[config.mk]
export PLATFORM = sky130hd
export DESIGN_NAME = int_arith_unit
export DESIGN_NICKNAME = d
export VERILOG_FILES = /design/src/rtl/arith_unit_pkg.sv /design/src/rtl/arith_operand_prep.sv /design/src/rtl/arith_addsub_core.sv /design/src/rtl/arith_result_fmt.sv /design/src/rtl/int_arith_unit.sv
export SDC_FILE = /design/constraint.sdc
export NUM_CORES = 1
export LEC_CHECK = 0
export ABC_AREA = 0
export ABC_CLOCK_PERIOD_IN_PS = 800
export BUFFER_PORTS_ARGS = -buffer_cell sky130_fd_sc_hd__buf_2
export CORE_MARGIN = 5
export CORE_UTILIZATION = 35
export DETAILED_ROUTE_END_ITERATION = 8
export SETUP_SLACK_MARGIN = 0.02
export SLEW_MARGIN = 20
export SYNTH_ARGS = -nofsm -noshare
export SYNTH_HDL_FRONTEND = slang
export SYNTH_HIERARCHICAL = 1
export SYNTH_SLANG_ARGS = --single-unit
export TNS_END_PERCENT = 30
[constraint.sdc]
create_clock -name clk -period 0.8 [get_ports clk]
set_input_delay 0 -clock clk [delete_from_list [all_inputs] [get_ports clk]]
set_output_delay 0 -clock clk [all_outputs]
set_load 0.005 [all_outputs]
[src/rtl/arith_unit_pkg.sv]
package arith_unit_pkg;

  typedef enum logic [3:0] {
    OP_CLR   = 4'd0,
    OP_ABS   = 4'd1,
    OP_NEG   = 4'd2,
    OP_NEGV  = 4'd3,
    OP_SEXT  = 4'd4,
    OP_ADD   = 4'd5,
    OP_ADDV  = 4'd6,
    OP_SUB   = 4'd7,
    OP_SUBV  = 4'd8,
    OP_S4ADD = 4'd9,
    OP_S8ADD = 4'd10,
    OP_S4SUB = 4'd11,
    OP_S8SUB = 4'd12
  } arith_op_e;

  // Per-operation datapath controls
  typedef struct packed {
    logic       clear;     // force result to zero
    logic       sext;      // sign-extend low half of first source
    logic       x_zero;    // adder left input forced to zero
    logic       y_is_a;    // adder right input taken from first source
    logic       abs_mode;  // conditional negate on sign
    logic       sub;       // subtract right input
    logic       trap_en;   // overflow may raise a trap
    logic [1:0] shift;     // left shift of first source
  } op_ctrl_t;

  function automatic op_ctrl_t decode_op(input logic [3:0] code);
    op_ctrl_t c;
    c = '0;
    unique case (code)
      OP_ABS:   begin c.x_zero = 1'b1; c.y_is_a = 1'b1; c.abs_mode = 1'b1; c.trap_en = 1'b1; end
      OP_NEG:   begin c.x_zero = 1'b1; c.y_is_a = 1'b1; c.sub = 1'b1; end
      OP_NEGV:  begin c.x_zero = 1'b1; c.y_is_a = 1'b1; c.sub = 1'b1; c.trap_en = 1'b1; end
      OP_SEXT:  c.sext = 1'b1;
      OP_ADD:   ;
      OP_ADDV:  c.trap_en = 1'b1;
      OP_SUB:   c.sub = 1'b1;
      OP_SUBV:  begin c.sub = 1'b1; c.trap_en = 1'b1; end
      OP_S4ADD: c.shift = 2'd2;
      OP_S8ADD: c.shift = 2'd3;
      OP_S4SUB: begin c.shift = 2'd2; c.sub = 1'b1; end
      OP_S8SUB: begin c.shift = 2'd3; c.sub = 1'b1; end
      default:  c.clear = 1'b1;
    endcase
    return c;
  endfunction

  function automatic logic is_trap_op(input logic [3:0] code);
    return (code == OP_ABS) || (code == OP_NEGV) ||
           (code == OP_ADDV) || (code == OP_SUBV);
  endfunction

endpackage

[src/rtl/arith_operand_prep.sv]
module arith_operand_prep #(
  parameter int DATA_W = 64,
  parameter int IMM_W  = 8
) (
  input  logic [DATA_W-1:0] src_a,
  input  logic [DATA_W-1:0] src_b,
  input  logic [IMM_W-1:0]  src_imm,
  input  logic              use_imm,
  input  logic              quad_sel,
  input  logic              x_zero,
  input  logic              y_is_a,
  input  logic              abs_mode,
  input  logic              sub,
  input  logic [1:0]        shift,
  output logic [DATA_W-1:0] x_op,
  output logic [DATA_W-1:0] y_op,
  output logic              invert
);
  localparam int HALF_W = DATA_W / 2;

  logic [DATA_W-1:0] imm_ext;
  logic [DATA_W-1:0] b_sel;
  logic [DATA_W-1:0] a_scaled;
  logic [DATA_W-1:0] a_norm;
  logic [DATA_W-1:0] a_scaled_norm;
  logic [DATA_W-1:0] b_norm;

  generate
    if (IMM_W < DATA_W) begin : g_imm_pad
      assign imm_ext = {{(DATA_W-IMM_W){1'b0}}, src_imm};
    end else begin : g_imm_full
      assign imm_ext = src_imm[DATA_W-1:0];
    end
  endgenerate

  function automatic logic [DATA_W-1:0] width_norm(input logic [DATA_W-1:0] v,
                                                   input logic q);
    return q ? v : {{HALF_W{v[HALF_W-1]}}, v[HALF_W-1:0]};
  endfunction

  always_comb begin
    b_sel         = use_imm ? imm_ext : src_b;
    a_scaled      = src_a << shift;
    a_norm        = width_norm(src_a, quad_sel);
    a_scaled_norm = width_norm(a_scaled, quad_sel);
    b_norm        = width_norm(b_sel, quad_sel);
    x_op          = x_zero ? '0 : a_scaled_norm;
    y_op          = y_is_a ? a_norm : b_norm;
    invert        = sub | (abs_mode & a_norm[DATA_W-1]);
  end

endmodule

[src/rtl/arith_addsub_core.sv]
module arith_addsub_core #(
  parameter int DATA_W = 64
) (
  input  logic [DATA_W-1:0] x_op,
  input  logic [DATA_W-1:0] y_op,
  input  logic              invert,
  output logic [DATA_W-1:0] sum,
  output logic              ovf_quad,
  output logic              ovf_long
);
  localparam int HALF_W = DATA_W / 2;

  logic [DATA_W:0] x_ext;
  logic [DATA_W:0] y_ext;
  logic [DATA_W:0] total;

  always_comb begin
    x_ext    = {x_op[DATA_W-1], x_op};
    y_ext    = {y_op[DATA_W-1], y_op} ^ {(DATA_W+1){invert}};
    total    = x_ext + y_ext + {{DATA_W{1'b0}}, invert};
    sum      = total[DATA_W-1:0];
    // Operands arrive sign-extended to full width, so the exact result
    // fits one bit above the selected width.
    ovf_quad = total[DATA_W] ^ total[DATA_W-1];
    ovf_long = total[HALF_W] ^ total[HALF_W-1];
  end

endmodule

[src/rtl/arith_result_fmt.sv]
module arith_result_fmt #(
  parameter int DATA_W = 64
) (
  input  logic                clear,
  input  logic                sext,
  input  logic                trap_en,
  input  logic                quad_sel,
  input  logic [DATA_W/2-1:0] a_low,
  input  logic [DATA_W-1:0]   sum,
  input  logic                ovf_quad,
  input  logic                ovf_long,
  output logic [DATA_W-1:0]   res,
  output logic                trap
);
  localparam int HALF_W = DATA_W / 2;

  always_comb begin
    if (clear) begin
      res  = '0;
      trap = 1'b0;
    end else if (sext) begin
      res  = {{HALF_W{a_low[HALF_W-1]}}, a_low};
      trap = 1'b0;
    end else begin
      res  = quad_sel ? sum : {{HALF_W{sum[HALF_W-1]}}, sum[HALF_W-1:0]};
      trap = trap_en & (quad_sel ? ovf_quad : ovf_long);
    end
  end

endmodule

[src/rtl/int_arith_unit.sv]
module int_arith_unit
  import arith_unit_pkg::*;
#(
  parameter int DATA_W = 64,
  parameter int IMM_W  = 8
) (
  input  logic              clk,
  input  logic              rst_n,
  input  logic              in_valid,
  input  logic [3:0]        op_code,
  input  logic              quad_sel,
  input  logic [DATA_W-1:0] src_a,
  input  logic [DATA_W-1:0] src_b,
  input  logic [IMM_W-1:0]  src_imm,
  input  logic              use_imm,
  output logic              out_valid,
  output logic [DATA_W-1:0] result,
  output logic              ovf_trap
);
  localparam int HALF_W = DATA_W / 2;

  op_ctrl_t          ctrl;
  logic [DATA_W-1:0] x_op, y_op, sum, res_c;
  logic              invert, ovf_quad, ovf_long, trap_c;

  logic              valid_q, valid_d;
  logic [DATA_W-1:0] res_q, res_d;
  logic              trap_q, trap_d;

  assign ctrl = decode_op(op_code);

  arith_operand_prep #(.DATA_W(DATA_W), .IMM_W(IMM_W)) u_prep (
    .src_a    (src_a),
    .src_b    (src_b),
    .src_imm  (src_imm),
    .use_imm  (use_imm),
    .quad_sel (quad_sel),
    .x_zero   (ctrl.x_zero),
    .y_is_a   (ctrl.y_is_a),
    .abs_mode (ctrl.abs_mode),
    .sub      (ctrl.sub),
    .shift    (ctrl.shift),
    .x_op     (x_op),
    .y_op     (y_op),
    .invert   (invert)
  );

  arith_addsub_core #(.DATA_W(DATA_W)) u_core (
    .x_op     (x_op),
    .y_op     (y_op),
    .invert   (invert),
    .sum      (sum),
    .ovf_quad (ovf_quad),
    .ovf_long (ovf_long)
  );

  arith_result_fmt #(.DATA_W(DATA_W)) u_fmt (
    .clear    (ctrl.clear),
    .sext     (ctrl.sext),
    .trap_en  (ctrl.trap_en),
    .quad_sel (quad_sel),
    .a_low    (src_a[HALF_W-1:0]),
    .sum      (sum),
    .ovf_quad (ovf_quad),
    .ovf_long (ovf_long),
    .res      (res_c),
    .trap     (trap_c)
  );

  // Next-state
  always_comb begin
    valid_d = in_valid;
    res_d   = in_valid ? res_c : res_q;
    trap_d  = in_valid & trap_c;
  end

  // Registers
  always_ff @(posedge clk or negedge rst_n) begin
    if (!rst_n) begin
      valid_q <= 1'b0;
      res_q   <= '0;
      trap_q  <= 1'b0;
    end else begin
      valid_q <= valid_d;
      res_q   <= res_d;
      trap_q  <= trap_d;
    end
  end

  assign out_valid = valid_q;
  assign result    = res_q;
  assign ovf_trap  = trap_q;

  // Checks
  assert_valid_follows_R2: assert property (@(posedge clk) disable iff (!rst_n)
    out_valid == $past(in_valid));

  assert_result_holds_R2: assert property (@(posedge clk) disable iff (!rst_n)
    !$past(in_valid) |-> $stable(result));

  assert_trap_with_valid_R11: assert property (@(posedge clk) disable iff (!rst_n)
    ovf_trap |-> out_valid);

  assert_trap_opcode_R11: assert property (@(posedge clk) disable iff (!rst_n)
    ovf_trap |-> is_trap_op($past(op_code)));

  assert_long_sext_R6: assert property (@(posedge clk) disable iff (!rst_n)
    (out_valid && !$past(quad_sel)) |-> (result[DATA_W-1:HALF_W] == {HALF_W{result[HALF_W-1]}}));

  assert_clear_zero_R3: assert property (@(posedge clk) disable iff (!rst_n)
    (out_valid && $past(op_code) == OP_CLR) |-> (result == '0 && !ovf_trap));

  assert_no_overflow_R5: assert property (@(posedge clk) disable iff (!rst_n)
    (out_valid && $past(op_code) >= OP_S4ADD && $past(op_code) <= OP_S8SUB) |-> !ovf_trap);

endmodule

==> results.cfg <==
[cells_and_area]
antenna_cells = 0
final_layout_size_suffix_gt1_share_pct = 55.3
utilization_pct = 55.7
layout.nets = 2087
instances_no_fill = 2324
synthToLayoutAreaGrowth_pct = 56.9

[critical_path]
worst-endpoint-required_ps = 1100
worstSetupStartpoint = op_code[2]
critPathArrivalTime_ps = 4380
crit_type = primary input to register
cp-end-kind = register
critPathLaunchType = primary input
crit_fanout = 6
reg2reg_from = result[62]

[clock_tree]
path_clk_slew_ps = 60
clkLatencyLatePin_ps = 360
htreeDepth = 3
cts_buffers = 9
clockBufferDepth = 2
tritoncts = yes
cts.sinks = 66
cts_root_buf = clkbuf_16

[synth]
yosysSeqAreaShare_pct = 14.3
netlist_area_um2 = 11600
synthCells = 1312
synth-main-ff-cell = dfrtp_1
synth-edff-count = 0
synth_cell_type_count = 83
synth-warning-count = 6
syn_area_per_cell_um2 = 8.82
synth_fp_nets = 1521
ys_ff_latch = 66
synthArstFlopShare_pct = 100

[global_routing]
grt-ovfl-total = 0
grt_pass1_wl_um = 71600
top_usage_layer = met2
grt_pass1_vias = 13000
use_met2_pct = 40.7
global_route.usage.met3_pct = 3.74
use_met1_pct = 33.0
antenna_found_initial = 1
grt.total_usage_pct = 24.4
grt_max_degree = 67

[place]
place_inst = 2236
port_buffers = 210
place_congestion = 0.924
hpwl_um = 34700

[sta]
layout_setup_ws_ps = -3270
slew_violations = 0
max_freq_mhz = 245
tns_ps = -187450
slew_headroom_pct = 68.1
fin_crit_sh_pct = 509
setup_viol = 131
rsz0062_at_grt = true
whs_ps = 95.2
min_period_ps = 4070
hold_viol = 0
finalClockSkew_ps = 0
tightestPinTransition_ps = 475

[pwr]
p_leak_nw = 8.25
power_density_nw_per_um2 = 2220
finalPower_w = 0.0402
peakVddDrop_mv = 1.24

[job]
cap_violations = 0

[detailed_routing]
wl_per_cell_um = 20.1
routed_wl_um = 46700
first_pass_iters = 5
drt-initial-drc-count = 711
drc = 0
ant_nets = 0
num_vias = 12700
via_per_inst = 5.46

[hold_path]
hp-class = primary input to register
hold_path.startpoint = src_a[29]

[floorplanning]
pin_count = 211
core_area_um2 = 32600
die-width_um = 192
initial_core_util_pct = 35.5
fp-row-count = 66
dieHeight_um = 192
die_area_um2 = 36800

[status]
violations = setup timing
outcome = finished with violations
[repair_timing]
| action | CTS | global route |
|---|---|---|
| hold buffers | 2 | 0 |
| pin swaps | 102 | 83 |
| resized for setup | 191 | 102 |
| cloned | 5 | 0 |
| endpoints found under the setup margin | 131 | 131 |
| endpoints found under the hold margin | 67 | 0 |
| setup buffers | 50 | 19 |
[power breakdown]
part | total (W) | leakage, nW | switching (W) | internal [W]
Sequential | 0.00570 | 0.818 | 0.000855 | 0.00485
Clock | 0.00419 | 0.141 | 0.00176 | 0.00243
Combinational | 0.0303 | 7.29 | 0.0142 | 0.0161
Total | 0.0402 | 8.25 | 0.0168 | 0.0234
[registers in the layout, summed over array words and instances, names as in the netlist]
register / cells
ovf_trap: 1
out_valid: 1
result: 64
[final timing paths]
check | slack [ps] | cells after the start | endpoint
worst max-delay path | -3270 | 24 | ovf_trap
worst min-delay path | 100 | 4 | result[29]
worst max register to register | -60 | 1 | result[62]
worst min register to register | 500 | 1 | result[36]
max in group asynchronous | 280 | 3 | result[43]
min in group asynchronous | 200 | 3 | result[11]
[cell usage after synthesis (3+ instances only)]
cell type / n / share of area (%)
mux2i_1: 79 / 6.8
nor2_1: 76 / 2.5
o31ai_1: 4 / 0.26
dfrtp_1: 66 / 14
clkbuf_1: 48 / 1.6
a311oi_2: 31 / 4.0
inv_1: 18 / 0.58
nand3_1: 16 / 0.69
a31oi_1: 7 / 0.38
a21o_1: 40 / 2.6
or3_1: 3 / 0.16
nor2b_1: 34 / 1.8
o21ai_0: 36 / 1.6
o21a_1: 4 / 0.26
nor3b_1: 33 / 2.1
nand2_1: 97 / 3.1
a221oi_2: 31 / 4.0
nor3_1: 10 / 0.43
a21oi_2: 3 / 0.23
a221oi_1: 4 / 0.30
and4_1: 3 / 0.23
o21ai_1: 11 / 0.48
buf_6: 23 / 2.2
mux2_2: 68 / 6.6
nand4_1: 14 / 0.76
buf_4: 12 / 0.78
nand2b_1: 38 / 2.1
mux4_2: 21 / 4.1
xnor2_1: 38 / 2.9
a211oi_1: 19 / 1.2
o211ai_1: 3 / 0.19
a22o_1: 24 / 1.8
nor4b_1: 3 / 0.23
buf_1: 7 / 0.23
buf_2: 30 / 1.3
ha_1: 63 / 6.8
and3_1: 3 / 0.16
o22a_1: 29 / 2.2
a21oi_1: 103 / 4.5
and2_1: 7 / 0.38
o21bai_1: 9 / 0.58
xor2_1: 88 / 6.7
[kinds of logic (layout without fill, tap and decap cells)]
| family | Yosys count | count (layout) | synth area share, % |
|---|---|---|---|
| and+or+nand+nor | 350 | 351 | 15.9 |
| DFF | 66 | 66 | 14.3 |
| xor gates and xnor gates | 126 | 126 | 9.54 |
| adders and majority gates | 64 | 64 | 6.98 |
| muxes | 171 | 171 | 18.0 |
| AOI/OAI and AO/OA | 397 | 397 | 28.6 |
| buffers and inverters | 138 | 707 | 6.68 |
[placed cells by master, fill, tap and decap left out, types with 10 or more instances in the layout]
master	instances
dfrtp_1	65
mux2_2	43
buf_4	391
nor2b_1	23
a211oi_1	14
buf_6	44
mux2_4	26
a221oi_2	33
buf_12	29
o21ai_0	15
nand2b_1	37
xnor2_1	27
o21ai_2	15
a21oi_1	72
a22o_1	24
nand2_2	11
a311oi_2	33
a21o_1	39
mux2i_1	75
buf_2	199
nand4_1	14
ha_4	10
nor2_1	67
mux4_2	21
a21oi_2	30
ha_1	48
nor3b_1	32
o22a_1	29
xor2_1	77
nand2_1	84
o21ai_1	17
nand3_1	14
inv_1	17
[routing by layer]
metal  routed length (um)  share of wire, %
met1                21100                45
met2                22200                47
met3                 2520               5.4
met4                  979               2.1
met5                    7             0.015
[through the flow]
stage	setup slack, ps	area (um2)
finish	-3270	18200
global route	-3500	18200
CTS	-3260	17500
detailed placement	-3910	15800
global placement	-3790	15800
floorplan	-3350	11700
[area by class of cell]
class,count,area (um2)
fillers,2891,14500
multi-input cells,1109,10400
repair buffers,674,5210
flip-flops and latches,66,1650
well taps,442,553
clock buffers,14,284
inverters,18,67.6
clock inverters,1,7.51
[worst max-delay path, cell delays in order]
cell and delay, ps:
buf_8 110, xnor2_4 140, nor3b_4 240, buf_12 170
buf_12 130, buf_8 120, buf_4 120, mux4_2 490
nor2b_1 170, ha_2 210, a21oi_2 190, o211ai_1 150
a211oi_2 300, buf_4 160, a211oi_2 70, a211oi_2 280
a21oi_2 130, o21ai_2 170, o21ai_2 90, a211oi_2 250
xor2_1 220, mux2i_1 120, nor4b_2 210, and2_1 150
No activity file was read; power rests on OpenSTA's default activity.
